`config.mk`:
```
export PLATFORM = sky130hd
export DESIGN_NAME = pit_channel
export DESIGN_NICKNAME = d
export VERILOG_FILES = /design/src/rtl/pit_pkg.sv /design/src/rtl/pit_access.sv /design/src/rtl/pit_counter.sv /design/src/rtl/pit_channel.sv
export SDC_FILE = /design/constraint.sdc
export NUM_CORES = 1
export LEC_CHECK = 0
export BUFFER_PORTS_ARGS = -buffer_cell sky130_fd_sc_hd__buf_2
export CAP_MARGIN = 20
export CORE_MARGIN = 2
export CORE_UTILIZATION = 54
export DETAILED_ROUTE_END_ITERATION = 10
export PLACE_DENSITY = 0.72
export SLEW_MARGIN = 20
export SYNTH_ARGS = -nofsm -noshare
export SYNTH_HDL_FRONTEND = slang
export SYNTH_SLANG_ARGS = --single-unit
```
`constraint.sdc`:
```
create_clock -name clk -period 5.4 [get_ports clk]
set_input_delay 0.27 -clock clk [delete_from_list [all_inputs] [get_ports clk]]
set_output_delay 0.27 -clock clk [all_outputs]
set_load 0.01 [all_outputs]
```
`src/rtl/pit_pkg.sv`:
```
package pit_pkg;
  localparam int CNT_W  = 16;
  localparam int BYTE_W = CNT_W / 2;

  typedef enum logic [1:0] {
    ACC_LATCH = 2'd0,
    ACC_LO    = 2'd1,
    ACC_HI    = 2'd2,
    ACC_BOTH  = 2'd3
  } acc_e;

  typedef enum logic [2:0] {
    M_TC     = 3'd0,
    M_ONESHOT = 3'd1,
    M_RATE   = 3'd2,
    M_SQUARE = 3'd3,
    M_SWSTB  = 3'd4,
    M_HWSTB  = 3'd5
  } mode_e;

  function automatic mode_e norm_mode(input logic [2:0] m);
    case (m)
      3'd6:    return M_RATE;
      3'd7:    return M_SQUARE;
      default: return mode_e'(m);
    endcase
  endfunction
endpackage

```
`src/rtl/pit_access.sv`:
```
module pit_access
  import pit_pkg::*;
#(
  parameter int CHAN_ID = 0
) (
  input  logic              clk,
  input  logic              rst_n,
  input  logic              ctrl_we,
  input  logic              data_we,
  input  logic              data_re,
  input  logic [BYTE_W-1:0] din,
  input  logic [CNT_W-1:0]  live_cnt,
  output logic [BYTE_W-1:0] dout,
  output mode_e             mode_q,
  output mode_e             mode_nx,
  output logic              ctrl_go,
  output logic              load_go,
  output logic [CNT_W-1:0]  period_q,
  output logic [CNT_W-1:0]  period_nx
);
  localparam logic [1:0] SEL_ME = CHAN_ID[1:0];

  acc_e              acc_q, acc_nx, acc_f;
  logic              wr_ptr_q, wr_ptr_nx, rd_ptr_q, rd_ptr_nx;
  logic              latch_q, latch_nx;
  logic [CNT_W-1:0]  latched_q, latched_nx, rd_src;
  logic              hit, latch_cmd, data_ok, rd_hi, rd_final, wr_final;

  // control word decode
  always_comb begin
    acc_f     = acc_e'(din[5:4]);
    hit       = ctrl_we && (din[7:6] == SEL_ME);
    ctrl_go   = hit && (acc_f != ACC_LATCH);
    latch_cmd = hit && (acc_f == ACC_LATCH);
    data_ok   = data_we && !ctrl_we;
    wr_final  = (acc_q != ACC_BOTH) || wr_ptr_q;
    load_go   = data_ok && wr_final;
    rd_final  = (acc_q != ACC_BOTH) || rd_ptr_q;
    rd_hi     = (acc_q == ACC_HI) || ((acc_q == ACC_BOTH) && rd_ptr_q);
    rd_src    = latch_q ? latched_q : live_cnt;
    dout      = rd_hi ? rd_src[CNT_W-1:BYTE_W] : rd_src[BYTE_W-1:0];
  end

  // next state
  always_comb begin
    acc_nx     = acc_q;
    mode_nx    = mode_q;
    wr_ptr_nx  = wr_ptr_q;
    rd_ptr_nx  = rd_ptr_q;
    latch_nx   = latch_q;
    latched_nx = latched_q;
    period_nx  = period_q;
    case (acc_q)
      ACC_LO:   period_nx = {{BYTE_W{1'b0}}, din};
      ACC_HI:   period_nx = {din, {BYTE_W{1'b0}}};
      ACC_BOTH: period_nx = wr_ptr_q ? {din, period_q[BYTE_W-1:0]}
                                     : {period_q[CNT_W-1:BYTE_W], din};
      default:  period_nx = period_q;
    endcase
    if (ctrl_go) begin
      acc_nx    = acc_f;
      mode_nx   = norm_mode(din[3:1]);
      wr_ptr_nx = 1'b0;
      rd_ptr_nx = 1'b0;
      latch_nx  = 1'b0;
    end else begin
      if (data_ok && (acc_q == ACC_BOTH)) wr_ptr_nx = !wr_ptr_q;
      if (data_re && (acc_q == ACC_BOTH)) rd_ptr_nx = !rd_ptr_q;
      if (latch_cmd && !latch_q) begin
        latch_nx   = 1'b1;
        latched_nx = live_cnt;
      end else if (data_re && latch_q && rd_final) begin
        latch_nx = 1'b0;
      end
    end
  end

  // registers
  always_ff @(posedge clk or negedge rst_n) begin
    if (!rst_n) begin
      acc_q     <= ACC_BOTH;
      mode_q    <= M_TC;
      wr_ptr_q  <= 1'b0;
      rd_ptr_q  <= 1'b0;
      latch_q   <= 1'b0;
      latched_q <= '0;
      period_q  <= '0;
    end else begin
      acc_q    <= acc_nx;
      mode_q   <= mode_nx;
      wr_ptr_q <= wr_ptr_nx;
      rd_ptr_q <= rd_ptr_nx;
      latch_q  <= latch_nx;
      if (latch_cmd && !latch_q) latched_q <= latched_nx;
      if (data_ok) period_q <= period_nx;
    end
  end


  ptr_lsb_chk: assert property (@(posedge clk) disable iff (!rst_n)
    (acc_q != ACC_BOTH) |-> (!wr_ptr_q && !rd_ptr_q));


  latch_hold_chk: assert property (@(posedge clk) disable iff (!rst_n)
    (latch_q && !ctrl_go) |=> $stable(latched_q));
endmodule

```
`src/rtl/pit_counter.sv`:
```
module pit_counter
  import pit_pkg::*;
(
  input  logic             clk,
  input  logic             rst_n,
  input  logic             cnt_en,
  input  logic             gate,
  input  logic             ctrl_go,
  input  mode_e            mode_nx,
  input  mode_e            mode_q,
  input  logic             load_go,
  input  logic [CNT_W-1:0] period_nx,
  input  logic [CNT_W-1:0] period_q,
  output logic [CNT_W-1:0] count_q,
  output logic             out_q
);
  logic [CNT_W-1:0] count_nx;
  logic             out_nx, armed_q, armed_nx, loaded_q, loaded_nx;
  logic             gate_q, gate_rise, trig_mode, step;

  always_comb begin
    gate_rise = gate && !gate_q;
    trig_mode = (mode_q == M_ONESHOT) || (mode_q == M_HWSTB);
    step      = armed_q && cnt_en && (trig_mode || gate);
  end

  always_comb begin
    count_nx  = count_q;
    out_nx    = out_q;
    armed_nx  = armed_q;
    loaded_nx = loaded_q;
    if (ctrl_go) begin
      armed_nx  = 1'b0;
      loaded_nx = 1'b0;
      out_nx    = (mode_nx != M_TC);
    end else if (load_go) begin
      loaded_nx = 1'b1;
      if (!trig_mode) begin
        armed_nx = 1'b1;
        count_nx = (mode_q == M_SQUARE) ? {period_nx[CNT_W-1:1], 1'b0} : period_nx;
        out_nx   = (mode_q != M_TC);
      end
    end else if (trig_mode && loaded_q && gate_rise) begin
      armed_nx = 1'b1;
      count_nx = period_q;
      out_nx   = (mode_q != M_ONESHOT);
    end else if (step) begin
      case (mode_q)
        M_TC, M_ONESHOT: begin
          count_nx = count_q - CNT_W'(1);
          if (count_q == CNT_W'(1)) out_nx = 1'b1;
        end
        M_RATE: begin
          if (count_q == CNT_W'(1)) begin
            count_nx = period_q;
            out_nx   = 1'b1;
          end else begin
            count_nx = count_q - CNT_W'(1);
            if (count_q == CNT_W'(2)) out_nx = 1'b0;
          end
        end
        M_SQUARE: begin
          if (count_q == CNT_W'(2)) begin
            count_nx = {period_q[CNT_W-1:1], 1'b0};
            out_nx   = !out_q;
          end else begin
            count_nx = count_q - CNT_W'(2);
          end
        end
        M_SWSTB, M_HWSTB: begin
          if (count_q == CNT_W'(1)) begin
            count_nx = '0;
            out_nx   = 1'b0;
          end else if ((count_q == '0) && !out_q) begin
            out_nx   = 1'b1;
            armed_nx = 1'b0;
          end else begin
            count_nx = count_q - CNT_W'(1);
          end
        end
        default: count_nx = count_q;
      endcase
    end
  end

  always_ff @(posedge clk or negedge rst_n) begin
    if (!rst_n) begin
      count_q  <= '0;
      out_q    <= 1'b0;
      armed_q  <= 1'b0;
      loaded_q <= 1'b0;
      gate_q   <= 1'b0;
    end else begin
      count_q  <= count_nx;
      out_q    <= out_nx;
      armed_q  <= armed_nx;
      loaded_q <= loaded_nx;
      gate_q   <= gate;
    end
  end


  stop_on_ctrl_chk: assert property (@(posedge clk) disable iff (!rst_n)
    ctrl_go |=> !armed_q);


  tc_sticky_chk: assert property (@(posedge clk) disable iff (!rst_n)
    (mode_q == M_TC && out_q && !ctrl_go && !load_go) |=> out_q);


  rate_pulse_chk: assert property (@(posedge clk) disable iff (!rst_n)
    (mode_q == M_RATE && !out_q && step && !ctrl_go && !load_go) |=> out_q);


  square_even_chk: assert property (@(posedge clk) disable iff (!rst_n)
    (mode_q == M_SQUARE && armed_q) |-> !count_q[0]);
endmodule

```
`src/rtl/pit_channel.sv`:
```
module pit_channel
  import pit_pkg::*;
#(
  parameter int CHAN_ID = 0
) (
  input  logic       clk,
  input  logic       rst_n,
  input  logic       cnt_en,
  input  logic       gate,
  input  logic       ctrl_we,
  input  logic       data_we,
  input  logic       data_re,
  input  logic [7:0] wdata,
  output logic [7:0] rdata,
  output logic       out_pin
);
  logic [1:0]       rst_sync_q;
  logic             rst_s;
  mode_e            mode_q, mode_nx;
  logic             ctrl_go, load_go;
  logic [CNT_W-1:0] period_q, period_nx, count_q;

  always_ff @(posedge clk or negedge rst_n) begin
    if (!rst_n) rst_sync_q <= 2'b00;
    else        rst_sync_q <= {rst_sync_q[0], 1'b1};
  end
  assign rst_s = rst_sync_q[1];

  pit_access #(.CHAN_ID(CHAN_ID)) u_access (
    .clk      (clk),
    .rst_n    (rst_s),
    .ctrl_we  (ctrl_we),
    .data_we  (data_we),
    .data_re  (data_re),
    .din      (wdata),
    .live_cnt (count_q),
    .dout     (rdata),
    .mode_q   (mode_q),
    .mode_nx  (mode_nx),
    .ctrl_go  (ctrl_go),
    .load_go  (load_go),
    .period_q (period_q),
    .period_nx(period_nx)
  );

  pit_counter u_counter (
    .clk      (clk),
    .rst_n    (rst_s),
    .cnt_en   (cnt_en),
    .gate     (gate),
    .ctrl_go  (ctrl_go),
    .mode_nx  (mode_nx),
    .mode_q   (mode_q),
    .load_go  (load_go),
    .period_nx(period_nx),
    .period_q (period_q),
    .count_q  (count_q),
    .out_q    (out_pin)
  );
endmodule

```
Yosys cells after proc, flatten, opt, wreduce, memory -nomap -nowiden --
Cells that the tools add are included.
Word-level totals: flip-flop bits (word level) 62, input bits 15, output and inout port bits 9, logic and storage cells 134
Cells by class: $add $sub $neg 2, eq/ne operators 22, multiplexer cells 45, bitwise gates (word level) 1, reduce and logical (&&, ||, !) cells 51
Operators with widths (count):
- $mux 16 | 10
- $pmux 16 s4 | 1
- $pmux 16 s3 | 1
- $mux 1 | 29
- $logic_and 1x1->1 | 17
- $eq 16x1->1 const B | 1
- $eq 16x2->1 const B | 1
- $logic_not 16->1 | 1
- $sub 16x1->16 const B | 1
- $sub 16x2->16 const B | 1
- $eq 3x3->1 const B | 4
- $ne 6x3->1 const B | 2
- $reduce_bool 3->1 | 4
- $reduce_bool 4->1 | 3
- $ne 5x3->1 const B | 2
- $reduce_and 5->1 | 2
- $mux 8 | 1
- $reduce_bool 2->1 | 4
- $reduce_and 7->1 | 1
- $reduce_bool 7->1 | 1
- $eq 3x2->1 const B | 2
- $logic_not 1->1 | 6
- $pmux 3 s2 | 1
- $reduce_bool 6->1 | 1
- other kinds (16) | 24

Depth between registers and ports, before layout --
Gate-level depths: netlist of run 1.
depth after elaboration 9, gate-level depth with buffers 10, depth with buffers taken out 8

Modules after synthesis --
From an unflattened synthesis of run 1, not the netlist that was laid out.
Second synthesis, totals: cell total of the unflattened synthesis 532, area, all modules 4790.8 sq um
By module, submodules not included:
- pit_access | instances 1, cells an instance 233, area an instance 2526.2 sq um, sequential area each 1003.5 sq um
- pit_counter | instances 1, cells an instance 296, area an instance 2210.9 sq um, sequential area each 500.5 sq um
- pit_channel | instances 1, cells an instance 3, area an instance 53.8 sq um, sequential area each 50.0 sq um

Worst setup path before layout of run 1 --
Ideal clock, no wire load.
path kind flip-flop to flip-flop, start point register u_counter.count_q[0], end point register u_counter.count_q[14], library setup time 0.130 ns, arrival time 2.334 ns, data required time 5.270 ns, setup slack 2.937 ns, cell stages (with the launch flop) 9, buffers on the path 0, clock period less this slack 2.463 ns, path through dfrtp_1 inv_1 ha_1 or3b_2 nor3_2 mux2_1 a221o_1 a311oi_1 o31ai_1
On the way: cells in the longest elaborated chain, start to end 7, elaborated cells on any way between the ends 16, classes of those cells add/sub: 2; eq/ne: 3; mux: 8; reduce/logical: 3
RTL lines:
- from (decl) | line pit_counter.sv:14 | output logic [CNT_W-1:0] count_q,
- from (signal assigned) | line pit_counter.sv:94 | count_q <= count_nx;
- $sub 16x1->16 | line pit_counter.sv:50, pit_counter.sv:58, pit_counter.sv:78
- $mux 16 | line pit_counter.sv:74 | end else if ((count_q == '0) && !out_q) begin
- $mux 16 | line pit_counter.sv:71 | if (count_q == CNT_W'(1)) begin
- $pmux 16 s4 | line pit_counter.sv:48 | case (mode_q)
- $mux 16 | line pit_counter.sv:47 | end else if (step) begin
- $mux 16 | line pit_counter.sv:43 | end else if (trig_mode && loaded_q && gate_rise) begin
- $mux 16 | line pit_counter.sv:36 | end else if (load_go) begin
Several ways; a longest one is shown, not always the timed one. The select of a mux whose other input is x is not followed. A chain may end at the register's enable or synchronous reset.

Worst setup path in the final report of run 1 --
start point register u_counter.count_q[4], end point register u_counter.count_q[6]
Same word-level chain as after synthesis.

==> flow_metrics.py, run 1 <==
metrics = {
    "cts": {
        "htreeDepth": 3,
        "ctsResizeCount": 0,
        "cts_setup_buffers": 0,
        "clockBufferDepth": 2,
        "clkTransAtPathRegs_ns": 0.08,
        "cts_tree": "yes",
        "clk_latency_ns": 0.36,
        "holdBufCountCts": 1,
        "cts_sinks": 62,
        "cts-buffers-inserted": 9,
        "clock-root-buffer": "clkbuf_8",
    },
    "global_routing": {
        "gr-total-overflow": 0,
        "grt_pass1_vias": 4048,
        "grt_usage": 0.320,
        "grt_pass1_wl_mm": 22.2,
        "grt_max_degree": 61,
        "antenna_found_initial": 0,
    },
    "hold_path": {
        "hold_path_class": "input port to flop",
    },
    "pwr": {
        "p_int_mw": 1.39,
        "swShare": 0.464,
        "p_leak_nw": 1.90,
        "seq_power_share": 0.385,
        "p_comb_frac": 0.446,
        "vdd.ir_drop.worst_mv": 0.290,
        "finalPower_mw": 2.58,
        "p_sw_mw": 1.20,
        "p_per_area_mw_per_mm2": 532,
        "p_clk_frac": 0.169,
    },
    "drt": {
        "drc": 0,
        "avgViaCountPerCell": 7.11,
        "firstDrtPassIters": 5,
        "routedWlPerCell_um": 22.6,
        "routed_wl_mm": 13.9,
        "postRouteAntennaNets": 0,
        "drt_iter0_drc": 504,
        "num_vias": 4379,
    },
    "worst_setup_path": {
        "slowest_delay_ns": 0.60,
        "crit_chain": "nor4_2 > nand4_1 > o21ai_2 > nor2_1 > o311ai_0 > a22oi_1",
        "worstPathRequired_ns": 5.62,
        "critPathLaunchType": "flop",
        "critical-path-slowest-cell": "o21ai_2",
        "critPathBufInv": 0,
        "end_kind": "flop",
        "arrival_ns": 3.24,
        "worstSetupPathType": "flop to flop",
        "cp_max_fo": 14,
        "cp_top_family": "compound AO/OA/AOI/OAI gates",
    },
    "sta": {
        "fmax_mhz": 331,
        "hold_violations": 0,
        "slew_violations": 0,
        "setup_violations": 0,
        "clock_skew_ns": 0.00939,
        "fin_ws_ns": 2.38,
        "worstMarginPinSlew_ns": 1.00,
        "slew_headroom": 0.330,
        "period_share": 0.560,
        "min_period_ns": 3.02,
        "rsz0062_at_grt": "no",
        "holdWs_ns": 0.0755,
        "fin_tns_setup_ns": 0,
    },
    "floorplan": {
        "die_area_mm2": 0.00927,
        "die_height_um": 96.3,
        "start_util": 0.559,
        "core_area_mm2": 0.00822,
        "die_width_um": 96.3,
        "rows": 33,
        "floorplan.io_pins": 24,
    },
    "logic_synthesis": {
        "syn_area_mm2": 0.00460,
        "post_synth_num_cell_types": 81,
        "synth_top_area_frac": 0.327,
        "syn_nets": 536,
        "synthTopCellsByArea": "dfrtp_1, o21ai_0, nand2_1, mux4_2, a21oi_1",
        "synth_top_cell_by_area": "dfrtp_1",
        "yosysSeqAreaShare": 0.338,
        "async_reset_ff_frac": 1.00,
        "ys_seq_elements": 62,
        "ys_warn_count": 0,
        "syn_area_per_cell_um2": 8.96,
        "dominantRegCellSynth": "dfrtp_1",
        "syn_inst": 513,
        "synth_edf_count": 0,
    },
    "layout": {
        "layout_commonest_cell": "dfrtp_1",
        "diodes": 0,
        "finish.utilization": 0.591,
        "instances_no_fill": 616,
        "drive_gt1_frac": 0.162,
        "fin_nets": 529,
        "finalInstanceArea_mm2": 0.00486,
        "final_cell_mix": "dfrtp_1, nand2_1, o21ai_0, a21oi_1, nor2_1",
        "syn_to_final_growth_pct": 5.63,
    },
    "placement": {
        "place_area_mm2": 0.00464,
        "gp_congestion": 0.996,
        "portBuffers": 23,
        "dpl_worst_slack_ns": 2.29,
        "dp_cells": 599,
        "place_hpwl_mm": 9.74,
    },
    "run": {
        "drv_cap": 0,
    },
    "outcome": {
        "outcome": "finished clean",
    },
}
power groups by stage:
stage	Sequential [mW]	Combinational, mW	Clock (mW)
5_1_grt	1.02	1.25	0.460
6_report	0.995	1.15	0.436
2_1_floorplan	0.795	0.988	0
3_3_place_gp	0.972	1.11	0
3_5_place_dp	0.986	1.12	0
4_1_cts	0.978	1.13	0.441
cell usage after synthesis, types with 3 or more instances:
master,instances
a211oi_1,6
a21oi_1,28
a221oi_1,6
a22o_1,15
a22oi_1,14
a31oi_1,9
a32o_1,3
and2_1,4
and3_1,3
buf_2,7
buf_4,4
buf_6,4
clkbuf_1,28
dfrtp_1,60
ha_1,8
inv_1,13
mux2_2,12
mux2i_1,9
mux4_2,7
nand2_1,52
nand2b_1,5
nand3_1,11
nand3b_1,3
nand4_1,4
nor2_1,27
nor2b_1,9
nor3_1,13
nor3b_1,6
nor4_1,6
nor4_2,3
o2111ai_1,3
o211ai_1,3
o21a_1,4
o21ai_0,39
o21ai_1,3
o22ai_1,8
o31ai_1,7
or3_1,6
or4_1,3
xnor2_1,6
xor2_1,3
metal layers:
layer | global-route usage | wire, um
met5 | 0 | 0
met4 | 0.112 | 369
met3 | 0.0454 | 1100
met2 | 0.488 | 6380
met1 | 0.463 | 6050
final timing paths:
path / cells past startpoint / end / from / slack (ns)
worst max register to register: 6 / u_counter.count_q[6] / u_counter.count_q[4] / 2.38
worst min register to register: 0 / rst_sync_q[1] / rst_sync_q[0] / 0.36
worst min-delay path: 1 / u_counter.gate_q / gate / 0.08
worst max-delay path: 6 / u_counter.count_q[6] / u_counter.count_q[4] / 2.38
min in group asynchronous: 2 / rst_sync_q[1] / rst_n / 0.21
max in group asynchronous: 1 / u_access.period_q[7] / rst_sync_q[1] / 4.43
sequential cells by signal, summed over array words and instances, names as in the netlist:
name,cells
u_access.acc_q,2
u_counter.count_q,16
rst_sync_q,2
u_counter.gate_q,1
u_counter.armed_q,1
u_access.latch_q,1
u_access.rd_ptr_q,1
u_access.latched_q,16
u_access.wr_ptr_q,1
u_access.period_q,16
u_access.mode_q,3
u_counter.out_q,1
u_counter.loaded_q,1
worst reg2reg max path: cells and delay by family (launching register included):
kind | cells | cell delay (ns)
AO/OA/AOI/OAI | 3 | 1.19
flip-flops | 1 | 0.58
AND/OR/NAND/NOR | 3 | 1.11
layout make-up:
cell class	count	area, um2
inverters	13	48.8
clock buffers	10	128
repair buffers	27	148
fillers	729	3360
clock inverters	6	71.3
multi-input cells	393	2770
well taps	105	131
flip-flops and latches	62	1560
kinds of logic (layout without fill, tap and decap cells):
kind of cell,after synthesis,in the layout,share of synthesized area
adder cells (fa/ha/maj),8,8,0.0218
flip-flops,62,62,0.338
buffers and inverters,58,56,0.0591
AO/OA/AOI/OAI,177,177,0.272
XOR/XNOR,9,9,0.0171
AND/OR/NAND/NOR,168,168,0.199
other,1,1,0.000816
multiplexers,30,30,0.0915
No activity file was read; power rests on OpenSTA's default activity.
==> inputs of run 2 (changes only) <==
- clock period: 5.4 -> 3.1 ns (I/O delays scaled with it)
==> run 2 against run 1 <==
Non-clock buffer count up 32. Clock skew hardly changed. Combinational power is 110% higher. Sequential power increased by 61%. Global-route usage grew 3.6 points. Fmax grew 11%. Wire length increased by 9.9%. Total power increased by 82%. Worst setup slack got worse by 2.0 ns. Via count increased by 3.6%. Final area is 4.8% higher.
==> flow_metrics.py, run 2 (same netlist as run 1, synthesis figures left out) <==
metrics = {
    "cts": {
        "clkTransAtPathRegs_ns": 0.08,
        "cts_setup_buffers": 0,
        "cts-buffers-inserted": 9,
        "clock-root-buffer": "clkbuf_8",
        "clockBufferDepth": 2,
        "holdBufCountCts": 2,
        "ctsResizeCount": 0,
        "htreeDepth": 3,
        "cts_tree": "yes",
        "cts_sinks": 62,
        "clk_latency_ns": 0.35,
    },
    "global_routing": {
        "grt_max_degree": 37,
        "grt_usage": 0.355,
        "grt_pass1_vias": 4289,
        "antenna_found_initial": 0,
        "grt_pass1_wl_mm": 24.4,
        "gr-total-overflow": 0,
    },
    "worst_setup_path": {
        "arrival_ns": 2.96,
        "end_kind": "flop",
        "reg2reg_from": "u_counter.count_q[1]",
        "critical-path-slowest-cell": "or3b_2",
        "slowest_delay_ns": 0.51,
        "rr_worst_depth": 8,
        "cp_max_fo": 7,
        "crit_chain": "inv_1 > ha_1 > or3b_2 > nor3_2 > mux2_1 > a221o_1 > a311oi_1 > o31ai_1",
        "worstPathRequired_ns": 3.33,
        "critPathBufInv": 1,
        "rrSetupSlack_ns": 0.37,
        "worstReg2RegEnd": "u_counter.count_q[14]",
        "cp_top_family": "simple AND/OR/NAND/NOR gates",
        "critPathLaunchType": "flop",
        "worstSetupPathType": "flop to flop",
    },
    "layout": {
        "final_cell_mix": "dfrtp_1, nand2_1, o21ai_0, buf_4, a21oi_1",
        "register_area_mm2": 0.00156,
        "diodes": 0,
        "reg_top3": "u_access.latched_q x16, u_access.period_q x16, u_counter.count_q x16",
        "syn_to_final_growth_pct": 10.7,
        "layout_commonest_cell": "dfrtp_1",
        "drive_gt1_frac": 0.208,
        "n_fill_cell": 704,
        "fin_nets": 561,
        "multi_input_comb_area_mm2": 0.00277,
        "finish.utilization": 0.619,
    },
    "floorplan": {
        "rows": 33,
        "start_util": 0.559,
        "floorplan.io_pins": 24,
        "die_width_um": 96.3,
        "core_area_mm2": 0.00822,
        "die_height_um": 96.3,
        "die_area_mm2": 0.00927,
    },
    "drt": {
        "routed_wl_mm": 15.3,
        "postRouteAntennaNets": 0,
        "avgViaCountPerCell": 7.00,
        "drt_iter0_drc": 467,
        "num_vias": 4537,
        "drc": 0,
        "firstDrtPassIters": 7,
        "routedWlPerCell_um": 23.6,
    },
    "placement": {
        "portBuffers": 23,
        "place_hpwl_mm": 11.0,
        "gp_congestion": 0.975,
    },
    "sta": {
        "worstMarginPinSlew_ns": 1.10,
        "period_share": 0.882,
        "fin_tns_setup_ns": 0,
        "hold_violations": 0,
        "setup_violations": 0,
        "slew_headroom": 0.258,
        "slew_violations": 0,
        "fmax_mhz": 366,
        "clock_skew_ns": 0.00904,
        "min_period_ns": 2.73,
        "rsz0062_at_grt": "no",
    },
    "pwr": {
        "p_leak_nw": 2.05,
        "p_per_area_mw_per_mm2": 924,
        "vdd.ir_drop.worst_mv": 0.493,
    },
    "hold_path": {
        "hold_path_class": "input port to async pin",
    },
    "run": {
        "drv_cap": 0,
    },
    "outcome": {
        "outcome": "finished clean",
    },
}
## run 2: worst max-delay path by stage
stage | start | end | slack [ns] | depth (start not counted)
2_1_floorplan | u_counter.count_q[0] | u_counter.count_q[14] | 0.64 | 8
3_3_place_gp | u_counter.count_q[1] | u_counter.count_q[14] | 0.48 | 8
3_5_place_dp | u_counter.count_q[1] | u_counter.count_q[14] | 0.42 | 8
4_1_cts | u_counter.count_q[1] | u_counter.count_q[14] | 0.39 | 8
5_1_grt | u_counter.count_q[1] | u_counter.count_q[14] | 0.21 | 8
6_report | u_counter.count_q[1] | u_counter.count_q[14] | 0.37 | 8
## run 2: layout make-up
| type | instances | share of cell area |
|---|---|---|
| Multi-Input combinational cell | 393 | 0.545 |
| Sequential cell | 62 | 0.306 |
| Timing Repair Buffer | 59 | 0.0767 |
| Tap cell | 105 | 0.0258 |
| Clock buffer | 10 | 0.0251 |
| Clock inverter | 6 | 0.0125 |
| Inverter | 13 | 0.00959 |
## run 2: per-stage QoR
step | instances | hold WS, ns | total power, mW | setup WS, ns | area [um2]
finish | 648 | 0.104 | 4.70 | 0.367 | 5090
global route | 648 | 0.116 | 5.01 | 0.210 | 5090
CTS | 648 | 0.0948 | 4.65 | 0.390 | 5090
detailed placement | 630 | -0.0592 | 3.92 | 0.416 | 4880
global placement | 630 | -0.0604 | 3.87 | 0.481 | 4880
floorplan | 513 | -0.141 | 3.11 | 0.637 | 4600
## run 2: layer usage
layer | vias up | global-route usage | part of all wire
li1 | 2003 | - | -
met1 | 2225 | 0.493 | 0.41
met2 | 266 | 0.535 | 0.46
met3 | 43 | 0.0799 | 0.090
met4 | 0 | 0.148 | 0.033
met5 | - | 0 | 0
## run 2: worst reg2reg max path, delay by kind of cell, from the launching register on
| kind | cells | cell delay (ns) |
|---|---|---|
| AOI/OAI and AO/OA | 3 | 0.67 |
| and+or+nand+nor | 2 | 0.69 |
| buffers and inverters | 1 | 0.20 |
| adders and majority gates | 1 | 0.28 |
| DFF | 1 | 0.44 |
| muxes | 1 | 0.34 |
## run 2: power by group
group	switching [mW]	internal, mW
clock	0.354	0.370
sequential	0.466	1.14
combinational	1.32	1.05
total	2.14	2.56
==> inputs of run 3 (changes only) <==
- CORE_MARGIN: 2 -> default
==> run 3 against run 2 <==
Critical path depth is the same. Clock-buffer cell count is the same. Critical path type unchanged. Via count shrank 0.20%. Total power grew 2.9%. Die area shrank 4.1%. Clock skew grew 0.0037 ns. Sequential power is essentially flat.
==> flow_metrics.py, run 3 (same netlist as run 1, synthesis figures left out) <==
metrics = {
    "cts": {
        "cts_setup_buffers": 0,
        "holdBufCountCts": 2,
        "clkTransAtPathRegs_ns": 0.08,
        "cts_tree": "yes",
        "clk_latency_ns": 0.36,
        "clockBufferDepth": 2,
        "clock-root-buffer": "clkbuf_8",
        "cts_sinks": 62,
        "ctsResizeCount": 0,
        "htreeDepth": 3,
        "cts-buffers-inserted": 9,
    },
    "pwr": {
        "p_sw_mw": 2.17,
        "seq_power_share": 0.326,
        "vdd.ir_drop.worst_mv": 0.461,
        "p_int_mw": 2.67,
        "p_comb_frac": 0.492,
        "finalPower_mw": 4.84,
        "swShare": 0.448,
        "p_clk_frac": 0.182,
        "p_leak_nw": 2.07,
        "p_per_area_mw_per_mm2": 943,
    },
    "placement": {
        "gp_congestion": 1.01,
        "dp_cells": 630,
        "place_hpwl_mm": 10.8,
        "portBuffers": 23,
    },
    "layout": {
        "final_cell_mix": "dfrtp_1, nand2_1, o21ai_0, buf_4, a21oi_1",
        "instances_no_fill": 648,
        "diodes": 0,
        "register_area_mm2": 0.00156,
        "layout_commonest_cell": "dfrtp_1",
        "drive_gt1_frac": 0.210,
        "fin_nets": 561,
        "syn_to_final_growth_pct": 11.6,
        "multi_input_comb_area_mm2": 0.00277,
        "finish.utilization": 0.624,
        "n_fill_cell": 725,
        "reg_top3": "u_access.latched_q x16, u_access.period_q x16, u_counter.count_q x16",
    },
    "worst_setup_path": {
        "arrival_ns": 3.03,
        "crit_path_start": "u_counter.count_q[1]",
        "rrSetupSlack_ns": 0.31,
        "end_kind": "flop",
        "crit_end": "u_counter.count_q[14]",
        "critPathLaunchType": "flop",
        "cp_max_fo": 7,
        "worstPathRequired_ns": 3.34,
        "rr_worst_depth": 8,
        "worstSetupPathType": "flop to flop",
        "worstReg2RegEnd": "u_counter.count_q[14]",
        "reg2reg_from": "u_counter.count_q[1]",
    },
    "drt": {
        "num_vias": 4528,
        "firstDrtPassIters": 6,
        "postRouteAntennaNets": 0,
        "drt_iter0_drc": 512,
        "avgViaCountPerCell": 6.99,
        "routed_wl_mm": 15.3,
        "routedWlPerCell_um": 23.6,
        "drc": 0,
    },
    "sta": {
        "slew_headroom": 0.293,
        "fmax_mhz": 358,
        "rsz0062_at_grt": "no",
        "slew_violations": 0,
        "fin_tns_setup_ns": 0,
        "worstMarginPinSlew_ns": 1.05,
        "min_period_ns": 2.79,
        "hold_violations": 0,
        "period_share": 0.900,
        "holdWs_ns": 0.0772,
        "setup_violations": 0,
        "clock_skew_ns": 0.0128,
    },
    "global_routing": {
        "gr-total-overflow": 0,
        "grt_usage": 0.368,
        "antenna_found_initial": 0,
        "grt_max_degree": 46,
        "grt_pass1_vias": 4318,
        "grt_pass1_wl_mm": 24.2,
    },
    "floorplan": {
        "die_height_um": 94.3,
        "floorplan.io_pins": 24,
        "die_area_mm2": 0.00889,
        "start_util": 0.559,
        "core_area_mm2": 0.00822,
        "rows": 33,
        "die_width_um": 94.3,
    },
    "run": {
        "drv_cap": 0,
    },
    "outcome": {
        "outcome": "finished clean",
    },
    "hold_path": {
        "hold_path_class": "input port to flop",
        "min_from": "wdata[1]",
    },
}
run 3: power by group through the flow:
stage          clock [mW]  sequential, mW  combinational, mW
6_report            0.879            1.58               2.38
5_1_grt             0.910            1.63               2.57
4_1_cts             0.882            1.56               2.33
3_5_place_dp            0            1.58               2.31
3_3_place_gp            0            1.56               2.29
2_1_floorplan           0            1.39               1.72
run 3: worst min path at each step:
stage / to / slack (ns) / cells past startpoint
after floorplan: rst_sync_q[0] / -0.14 / 0
after global placement: rst_sync_q[0] / -0.06 / 1
after detailed placement: rst_sync_q[0] / -0.06 / 1
after CTS: u_access.mode_q[0] / 0.07 / 3
after global routing: u_access.mode_q[0] / 0.08 / 3
final: u_access.mode_q[0] / 0.08 / 3
run 3: stage by stage:
stage          instance area, um2  setup WS, ns
6_report                     5130         0.309
2_1_floorplan                4600         0.637
4_1_cts                      5130         0.347
5_1_grt                      5130         0.200
3_5_place_dp                 4880         0.400
3_3_place_gp                 4880         0.502
run 3: cell type report:
class                   instances  share of cell area
clock buffers                  10              0.0268
multi-input cells             393               0.540
flip-flops and latches         62               0.303
inverters                      13             0.00951
well taps                     105              0.0256
repair buffers                 59              0.0761
clock inverters                 6              0.0183
run 3: metal layers:
| layer | vias up | track usage | wire, um | share of wire |
|---|---|---|---|---|
| met5 | - | 0 | 0 | 0 |
| met4 | 0 | 0.145 | 576 | 0.038 |
| met3 | 54 | 0.0663 | 1340 | 0.087 |
| met2 | 281 | 0.561 | 6840 | 0.45 |
| met1 | 2185 | 0.514 | 6540 | 0.43 |
| li1 | 2008 | - | - | - |
run 3: worst max-delay path: stages (launching register included):
cell and delay (ns):
dfrtp_1 0.44, inv_1 0.22, ha_1 0.28, or3b_2 0.50, nor3_2 0.19, mux2_1 0.36
a221o_1 0.33, a311oi_1 0.23, o31ai_1 0.12
